==> src/rtl/uatx_pkg.sv <==
package uatx_pkg;
   localparam int unsigned OVERSAMPLE = 32;

   localparam int unsigned A_CMD   = 'h00;
   localparam int unsigned A_LEN   = 'h04;
   localparam int unsigned A_CTRL  = 'h08;
   localparam int unsigned A_IEN   = 'h0C;
   localparam int unsigned A_ISTAT = 'h10;
   localparam int unsigned A_ICLR  = 'h14;
   localparam int unsigned A_STAT  = 'h18;
   localparam int unsigned A_FCNT  = 'h1C;
   localparam int unsigned A_WM    = 'h20;
   localparam int unsigned A_CLK   = 'h24;
   localparam int unsigned A_TXD   = 'h28;

   localparam int unsigned IB_DONE  = 0;
   localparam int unsigned IB_ABORT = 5;
   localparam int unsigned IB_WM    = 30;
   localparam logic [31:0] IRQ_MASK = (32'd1 << IB_DONE) | (32'd1 << IB_ABORT) | (32'd1 << IB_WM);

   localparam logic [4:0] OP_SEND = 5'd1;

   typedef enum logic [1:0] {SH_IDLE, SH_START, SH_DATA, SH_STOP} sh_state_e;
endpackage

==> src/rtl/uatx_fifo.sv <==
module uatx_fifo #(
   parameter int unsigned DEPTH = 16,
   parameter int unsigned W     = 8,
   localparam int unsigned PTR_W = (DEPTH > 1) ? $clog2(DEPTH) : 1,
   localparam int unsigned CNT_W = $clog2(DEPTH + 1)
) (
   input  logic             clk,
   input  logic             rst_n,
   input  logic             flush,
   input  logic             push,
   input  logic [W-1:0]     wdata,
   input  logic             pop,
   output logic [W-1:0]     rdata,
   output logic [CNT_W-1:0] count
);
   if (DEPTH < 2 || (DEPTH & (DEPTH - 1)) != 0) begin : g_bad_depth
      $error("uatx_fifo: DEPTH must be a power of two of at least 2");
   end

   logic [W-1:0]     mem [DEPTH];
   logic [PTR_W-1:0] wp_q, rp_q;
   logic             push_ok, pop_ok;

   assign push_ok = push && (count < CNT_W'(DEPTH));
   assign pop_ok  = pop && (count != '0);
   assign rdata   = mem[rp_q];

   always_ff @(posedge clk) begin
      if (push_ok && !flush) mem[wp_q] <= wdata;
   end

   always_ff @(posedge clk or negedge rst_n) begin
      if (!rst_n) begin
         wp_q  <= '0;
         rp_q  <= '0;
         count <= '0;
      end else if (flush) begin
         wp_q  <= '0;
         rp_q  <= '0;
         count <= '0;
      end else begin
         if (push_ok) wp_q <= wp_q + PTR_W'(1);
         if (pop_ok)  rp_q <= rp_q + PTR_W'(1);
         count <= count + CNT_W'(push_ok) - CNT_W'(pop_ok);
      end
   end
endmodule

==> src/rtl/uatx_shifter.sv <==
module uatx_shifter
   import uatx_pkg::*;
#(
   parameter int unsigned DIV_W = 12,
   localparam int unsigned OS_SH = $clog2(OVERSAMPLE),
   localparam int unsigned CNT_W = DIV_W + OS_SH
) (
   input  logic             clk,
   input  logic             rst_n,
   input  logic             tick_en,
   input  logic [DIV_W-1:0] div,
   input  logic             load,
   input  logic [7:0]       din,
   input  logic             flush,
   output logic             txd,
   output logic             idle
);
   if ((OVERSAMPLE & (OVERSAMPLE - 1)) != 0) begin : g_bad_os
      $error("uatx_shifter: oversampling factor must be a power of two");
   end

   sh_state_e        st_q;
   logic [CNT_W-1:0] cnt_q, last;
   logic [DIV_W-1:0] div_eff;
   logic [2:0]       idx_q;
   logic [7:0]       sh_q;

   assign div_eff = (div == '0) ? DIV_W'(1) : div;
   assign last    = {div_eff, {OS_SH{1'b0}}} - CNT_W'(1);
   assign idle    = (st_q == SH_IDLE);

   always_ff @(posedge clk or negedge rst_n) begin
      if (!rst_n) begin
         st_q  <= SH_IDLE;
         cnt_q <= '0;
         idx_q <= '0;
         sh_q  <= '0;
         txd   <= 1'b1;
      end else if (flush) begin
         st_q  <= SH_IDLE;
         cnt_q <= '0;
         txd   <= 1'b1;
      end else if (load && idle) begin
         sh_q  <= din;
         st_q  <= SH_START;
         cnt_q <= '0;
         txd   <= 1'b0;
      end else if (!idle && tick_en) begin
         if (cnt_q == last) begin
            cnt_q <= '0;
            unique case (st_q)
               SH_START: begin
                  st_q  <= SH_DATA;
                  idx_q <= '0;
                  txd   <= sh_q[0];
               end
               SH_DATA: begin
                  if (idx_q == 3'd7) begin
                     st_q <= SH_STOP;
                     txd  <= 1'b1;
                  end else begin
                     idx_q <= idx_q + 3'd1;
                     txd   <= sh_q[idx_q + 3'd1];
                  end
               end
               default: st_q <= SH_IDLE;
            endcase
         end else begin
            cnt_q <= cnt_q + CNT_W'(1);
         end
      end
   end
endmodule

==> src/rtl/uart_tx_seq.sv <==
module uart_tx_seq
   import uatx_pkg::*;
#(
   parameter int unsigned ADDR_W     = 8,
   parameter int unsigned FIFO_DEPTH = 16,
   parameter int unsigned LEN_W      = 16,
   parameter int unsigned WM_W       = 8,
   parameter int unsigned DIV_W      = 12,
   parameter int unsigned WM_RESET   = 2,
   localparam int unsigned CNT_W     = $clog2(FIFO_DEPTH + 1)
) (
   input  logic              clk,
   input  logic              rst_n,
   input  logic              bus_wr,
   input  logic [ADDR_W-1:0] bus_addr,
   input  logic [31:0]       bus_wdata,
   output logic [31:0]       bus_rdata,
   output logic              txd,
   output logic              irq
);
   if (LEN_W > 27 || DIV_W > 12 || WM_W > 28 || ADDR_W < 6) begin : g_bad_cfg
      $error("uart_tx_seq: parameter out of range for the register layout");
   end

   logic [31:0]       cmd_q, ien_q, istat_q, irq_set;
   logic [LEN_W-1:0]  len_q, remain_q;
   logic [WM_W-1:0]   wm_q;
   logic [DIV_W-1:0]  div_q;
   logic              clk_en_q, active_q;
   logic              wr_cmd, wr_len, wr_ctrl, wr_ien, wr_iclr, wr_wm, wr_clk, wr_txd;
   logic              wr_abort, wr_cancel, stop_any, cmd_go, pop, done_evt, wm_hit;
   logic              sh_idle;
   logic [7:0]        fifo_head;
   logic [CNT_W-1:0]  fifo_cnt;

   assign wr_cmd  = bus_wr && (bus_addr == ADDR_W'(A_CMD));
   assign wr_len  = bus_wr && (bus_addr == ADDR_W'(A_LEN));
   assign wr_ctrl = bus_wr && (bus_addr == ADDR_W'(A_CTRL));
   assign wr_ien  = bus_wr && (bus_addr == ADDR_W'(A_IEN));
   assign wr_iclr = bus_wr && (bus_addr == ADDR_W'(A_ICLR));
   assign wr_wm   = bus_wr && (bus_addr == ADDR_W'(A_WM));
   assign wr_clk  = bus_wr && (bus_addr == ADDR_W'(A_CLK));
   assign wr_txd  = bus_wr && (bus_addr == ADDR_W'(A_TXD));

   assign stop_any  = wr_ctrl && (bus_wdata[2:0] != 3'b000);
   assign wr_abort  = wr_ctrl && bus_wdata[1];
   assign wr_cancel = wr_ctrl && bus_wdata[2];
   assign cmd_go    = wr_cmd && (bus_wdata[31:27] == OP_SEND) && !active_q;

   assign pop = active_q && !stop_any && sh_idle && (remain_q != '0) && (fifo_cnt != '0);
   assign done_evt = (active_q && !stop_any && sh_idle && (remain_q == '0))
                   || (cmd_go && (len_q == '0))
                   || (wr_cancel && active_q);
   assign wm_hit = 32'(fifo_cnt) < 32'(wm_q);

   always_comb begin
      irq_set = '0;
      irq_set[IB_DONE]  = done_evt;
      irq_set[IB_ABORT] = wr_abort;
      irq_set[IB_WM]    = wm_hit;
   end

   uatx_fifo #(.DEPTH(FIFO_DEPTH), .W(8)) u_fifo (
      .clk(clk), .rst_n(rst_n), .flush(wr_abort),
      .push(wr_txd), .wdata(bus_wdata[7:0]),
      .pop(pop), .rdata(fifo_head), .count(fifo_cnt)
   );

   uatx_shifter #(.DIV_W(DIV_W)) u_shift (
      .clk(clk), .rst_n(rst_n), .tick_en(clk_en_q), .div(div_q),
      .load(pop), .din(fifo_head), .flush(stop_any),
      .txd(txd), .idle(sh_idle)
   );

   always_ff @(posedge clk or negedge rst_n) begin
      if (!rst_n) begin
         active_q <= 1'b0;
         remain_q <= '0;
      end else if (stop_any) begin
         active_q <= 1'b0;
      end else if (cmd_go) begin
         if (len_q != '0) begin
            active_q <= 1'b1;
            remain_q <= len_q;
         end
      end else if (active_q && sh_idle) begin
         if (remain_q == '0)    active_q <= 1'b0;
         else if (fifo_cnt != '0) remain_q <= remain_q - LEN_W'(1);
      end
   end

   always_ff @(posedge clk or negedge rst_n) begin
      if (!rst_n) begin
         cmd_q    <= '0;
         len_q    <= '0;
         ien_q    <= '0;
         istat_q  <= '0;
         wm_q     <= WM_W'(WM_RESET);
         div_q    <= DIV_W'(1);
         clk_en_q <= 1'b1;
      end else begin
         if (wr_cmd) cmd_q <= bus_wdata;
         if (wr_len) len_q <= bus_wdata[LEN_W-1:0];
         if (wr_ien) ien_q <= bus_wdata & IRQ_MASK;
         if (wr_wm)  wm_q  <= bus_wdata[WM_W-1:0];
         if (wr_clk) begin
            clk_en_q <= bus_wdata[0];
            div_q    <= bus_wdata[4 +: DIV_W];
         end
         if (wr_iclr) istat_q <= ((istat_q & ~bus_wdata) | irq_set) & IRQ_MASK;
         else         istat_q <= (istat_q | irq_set) & IRQ_MASK;
      end
   end

   assign irq = |(istat_q & ien_q);

   always_comb begin
      bus_rdata = '0;
      case (32'(bus_addr))
         A_CMD:   bus_rdata = cmd_q;
         A_LEN:   bus_rdata = 32'(len_q);
         A_IEN:   bus_rdata = ien_q;
         A_ISTAT: bus_rdata = istat_q;
         A_STAT:  bus_rdata = {31'd0, active_q};
         A_FCNT:  bus_rdata = 32'(fifo_cnt);
         A_WM:    bus_rdata = 32'(wm_q);
         A_CLK:   bus_rdata = 32'({div_q, 3'b000, clk_en_q});
         default: bus_rdata = '0;
      endcase
   end
endmodule

==> config.mk <==
export PLATFORM = sky130hd
export DESIGN_NAME = uart_tx_seq
export DESIGN_NICKNAME = d
export VERILOG_FILES = /design/src/rtl/uatx_pkg.sv /design/src/rtl/uatx_fifo.sv /design/src/rtl/uatx_shifter.sv /design/src/rtl/uart_tx_seq.sv
export SDC_FILE = /design/constraint.sdc
export NUM_CORES = 1
export LEC_CHECK = 0
export CELL_PAD_IN_SITES_DETAIL_PLACEMENT = 1
export CELL_PAD_IN_SITES_GLOBAL_PLACEMENT = 2
export CORE_MARGIN = 2
export CORE_UTILIZATION = 30
export DETAILED_ROUTE_END_ITERATION = 10
export GPL_TIMING_DRIVEN = 0
export PLACE_DENSITY_LB_ADDON = 0.1
export SLEW_MARGIN = 10
export SYNTH_ARGS = -nofsm -noshare
export SYNTH_HDL_FRONTEND = slang
export SYNTH_SLANG_ARGS = --single-unit
==> constraint.sdc <==
create_clock -name clk -period 4.7 [get_ports clk]
set_input_delay 0.705 -clock clk [delete_from_list [all_inputs] [get_ports clk]]
set_output_delay 0.705 -clock clk [all_outputs]
set_load 0.02 [all_outputs]
==> flow_metrics.py <==
metrics = {
    "run_status": {
        "outcome": "complete, no violations",
    },
    "logic_synthesis": {
        "synth-edff-count": 128,
        "syn_avg_cell_area_sq_um": 13.5,
        "synth_cells": 916,
        "synth_fa_ha_area_frac": 0.0249,
        "ys.flop_type": "dfrtp_1",
        "muxShareOfSynthArea": 0.156,
        "synth_xor_area_frac": 0.0191,
        "synth_seq_cells": 264,
        "seq_area_frac_synth": 0.586,
        "yosysUniqueCellTypes": 69,
        "synth_fp_nets": 983,
        "yosys.area_share.simple": 0.111,
        "async_flop_share": 0.515,
        "synth_top_family_by_area": "multiplexers",
        "synth_area_sq_um": 12400,
        "ys.warnings.count": 0,
        "synth_compound_area_frac": 0.0766,
    },
    "layout": {
        "nFillCells": 4304,
        "diodes": 0,
        "finalInstanceArea_sq_um": 15000,
        "final_util": 0.368,
        "area_growth_pct": 21.0,
        "seqCellArea_sq_um": 7250,
        "layout_common_cells": "dfrtp_1 (132), edfxtp_1 (128), mux2_2 (80)",
        "layout_commonest_cell": "dfrtp_1",
        "multi_input_area_sq_um": 4850,
        "layout.nets": 1097,
        "drive_gt1_frac": 0.206,
    },
    "clocking": {
        "path_clk_slew_ns": 0.06,
        "clockBufferDepth": 3,
        "clk_latency_ns": 0.59,
        "cts.sinks": 264,
        "ctsHtreeMaxLevel": 1,
        "ctsRootBufferMaster": "clkbuf_16",
        "cts_inserted_buffers": 31,
        "cts_tree": "built",
    },
    "die": {
        "chipWidth_microns": 207,
        "die_height_microns": 207,
        "coreArea_sq_um": 40700,
        "start_util": 0.304,
        "io_pins": 77,
        "dieArea_sq_um": 42900,
        "rows": 74,
    },
    "place": {
        "place_area_sq_um": 13900,
        "post-place-ws_ns": -0.205,
        "numPortBuffers": 75,
        "place.gp.congestion": 0.734,
        "dp_hpwl_mm": 25.0,
    },
    "setup_path": {
        "path_cells": "clkdlybuf4s50_1 > or4_1 > nor2_2 > clkbuf_1 > a222oi_1 > nand2_1 > clkdlybuf4s50_1",
        "cp_slowest_cell": "clkdlybuf4s50_1",
        "path_max_fanout": 10,
        "path_buf_inv": 3,
        "cp.required_ns": 3.99,
        "cp-end-kind": "primary output",
        "startpoint_type": "input pin",
        "cp.arrival_ns": 3.82,
        "slowest_delay_ns": 0.64,
        "worst-setup-path-type": "input pin to primary output",
        "cp_top_family": "buffers and inverters",
        "cpMostUsedCell": "clkdlybuf4s50_1",
    },
    "sta": {
        "min_period_ns": 4.52,
        "slew_headroom": 0.181,
        "worst_pin_slew_ns": 1.23,
        "clock_skew_ns": 0.0135,
        "hold_viol_final": 0,
        "fin_tns_setup_ns": 0,
        "layout_setup_ws_ns": 0.176,
        "report.final.setup_viol": 0,
        "period_share": 0.962,
        "slew_viol_final": 0,
        "clock.fmax_ghz": 0.221,
        "rsz0062_at_grt": "no",
    },
    "grt": {
        "grt_busiest_layer": "met2",
        "grt_use_met1": 0.241,
        "antenna_found_initial": 0,
        "track_usage": 0.168,
        "grt_start_max_net_pins": 78,
        "met3_usage": 0.0282,
        "first_global_vias": 8677,
        "grtUsageMet2": 0.265,
        "grt_pass1_wl_mm": 55.6,
        "gr-total-overflow": 0,
    },
    "detailed_routing": {
        "drt_iter0_markers": 432,
        "vias": 8051,
        "drt-total-wl_mm": 35.6,
        "wl_per_cell_microns": 22.4,
        "remaining_drc_errors": 0,
        "ant_nets": 0,
        "via_per_inst": 5.07,
        "dr.pass1.iters": 7,
    },
    "power": {
        "p_leak_uw": 0.00577,
        "powerDensity_nw_per_um2": 368,
        "fin_total_pwr_uw": 5520,
        "ir_drop_mv": 0.282,
    },
    "min_path": {
        "holdCritPathClass": "input pin to asynchronous set/reset pin",
    },
    "flow_run": {
        "maxCapViolCount": 0,
    },
}
[stage by stage]
stage               std cells  hold WS [ns]
floorplan                 916         0.409
global placement         1523         0.472
detailed placement       1528         0.486
CTS                      1586        0.0514
global route             1587        0.0713
finish                   1587        0.0535
[cell usage after synthesis, drive strengths merged, types with 17 or more instances]
master	count	share of area
a21oi	27	0.011
a22oi	19	0.012
and2	21	0.011
buf	17	0.0061
clkbuf	22	0.0067
dfrtp	132	0.27
edfxtp	128	0.31
ha	23	0.023
inv	44	0.013
mux2	81	0.074
mux4	42	0.076
nand2	52	0.016
nand3	18	0.0073
nor2	55	0.017
nor3	24	0.012
o21ai	30	0.012
xnor2	18	0.013
[cell type report]
type / count / area share
timing repair buffer: 81 / 0.0556
sequential: 264 / 0.484
clock inverter: 16 / 0.0122
multi-input combinational: 568 / 0.324
buffer: 39 / 0.0106
inverter: 45 / 0.0113
clock buffer: 42 / 0.0579
tap: 532 / 0.0444
[sequential cells by signal, summed over array words and instances, names as in the netlist, 8 cells and up]
register / count
u_fifo.mem: 128
cmd_q: 32
u_shift.cnt_q: 17
len_q: 16
remain_q: 16
div_q: 12
u_shift.sh_q: 8
wm_q: 8
[layer usage]
layer	vias up	part of all wire
met3	39	0.040
met5	-	0
met1	4181	0.49
met4	0	0.017
li1	3702	-
met2	129	0.46
[cell families after synthesis]
group                    Yosys count
flip-flops                       264
AND/OR/NAND/NOR                  253
AO/OA/AOI/OAI                    134
multiplexers                     130
buffers and inverters             84
XOR/XNOR                          27
adder cells (fa/ha/maj)           24
[path summary, 6_finish.rpt]
path | depth (start not counted) | startpoint | slack, ns | endpoint
worst min register to register | 1 | remain_q[15] | 0.50 | remain_q[15]
min in group clk | 1 | remain_q[15] | 0.50 | remain_q[15]
worst min-delay path | 1 | rst_n | 0.05 | u_shift.sh_q[6]
worst max-delay path | 7 | bus_addr[5] | 0.18 | bus_rdata[4]
max in group asynchronous | 2 | rst_n | 3.81 | div_q[0]
worst max register to register | 16 | remain_q[0] | 0.68 | u_fifo.count[4]
[report_power, final]
part	internal [uW]	switching, uW	total (uW)	leakage, uW
logic	212	255	467	0.00237
clock network	1460	1020	2480	0.000506
registers	2490	75.1	2570	0.00290
[worst reg2reg max path: cells and delay by family, from the launching register on]
family                   cells  cell delay (ns)
AO/OA/AOI/OAI                3             0.58
buffers and inverters        4             0.58
adder cells (fa/ha/maj)      4             1.18
AND/OR/NAND/NOR              5             1.21
flip-flops                   1             0.40
[timing repair]
action,4_1_cts,5_1_grt
endpoints found under the setup margin,4,2
buffers inserted,0,1
resized for setup,2,2
pin swaps,0,1
hold buffers,0,0
(Power assumes the default switching activity.)
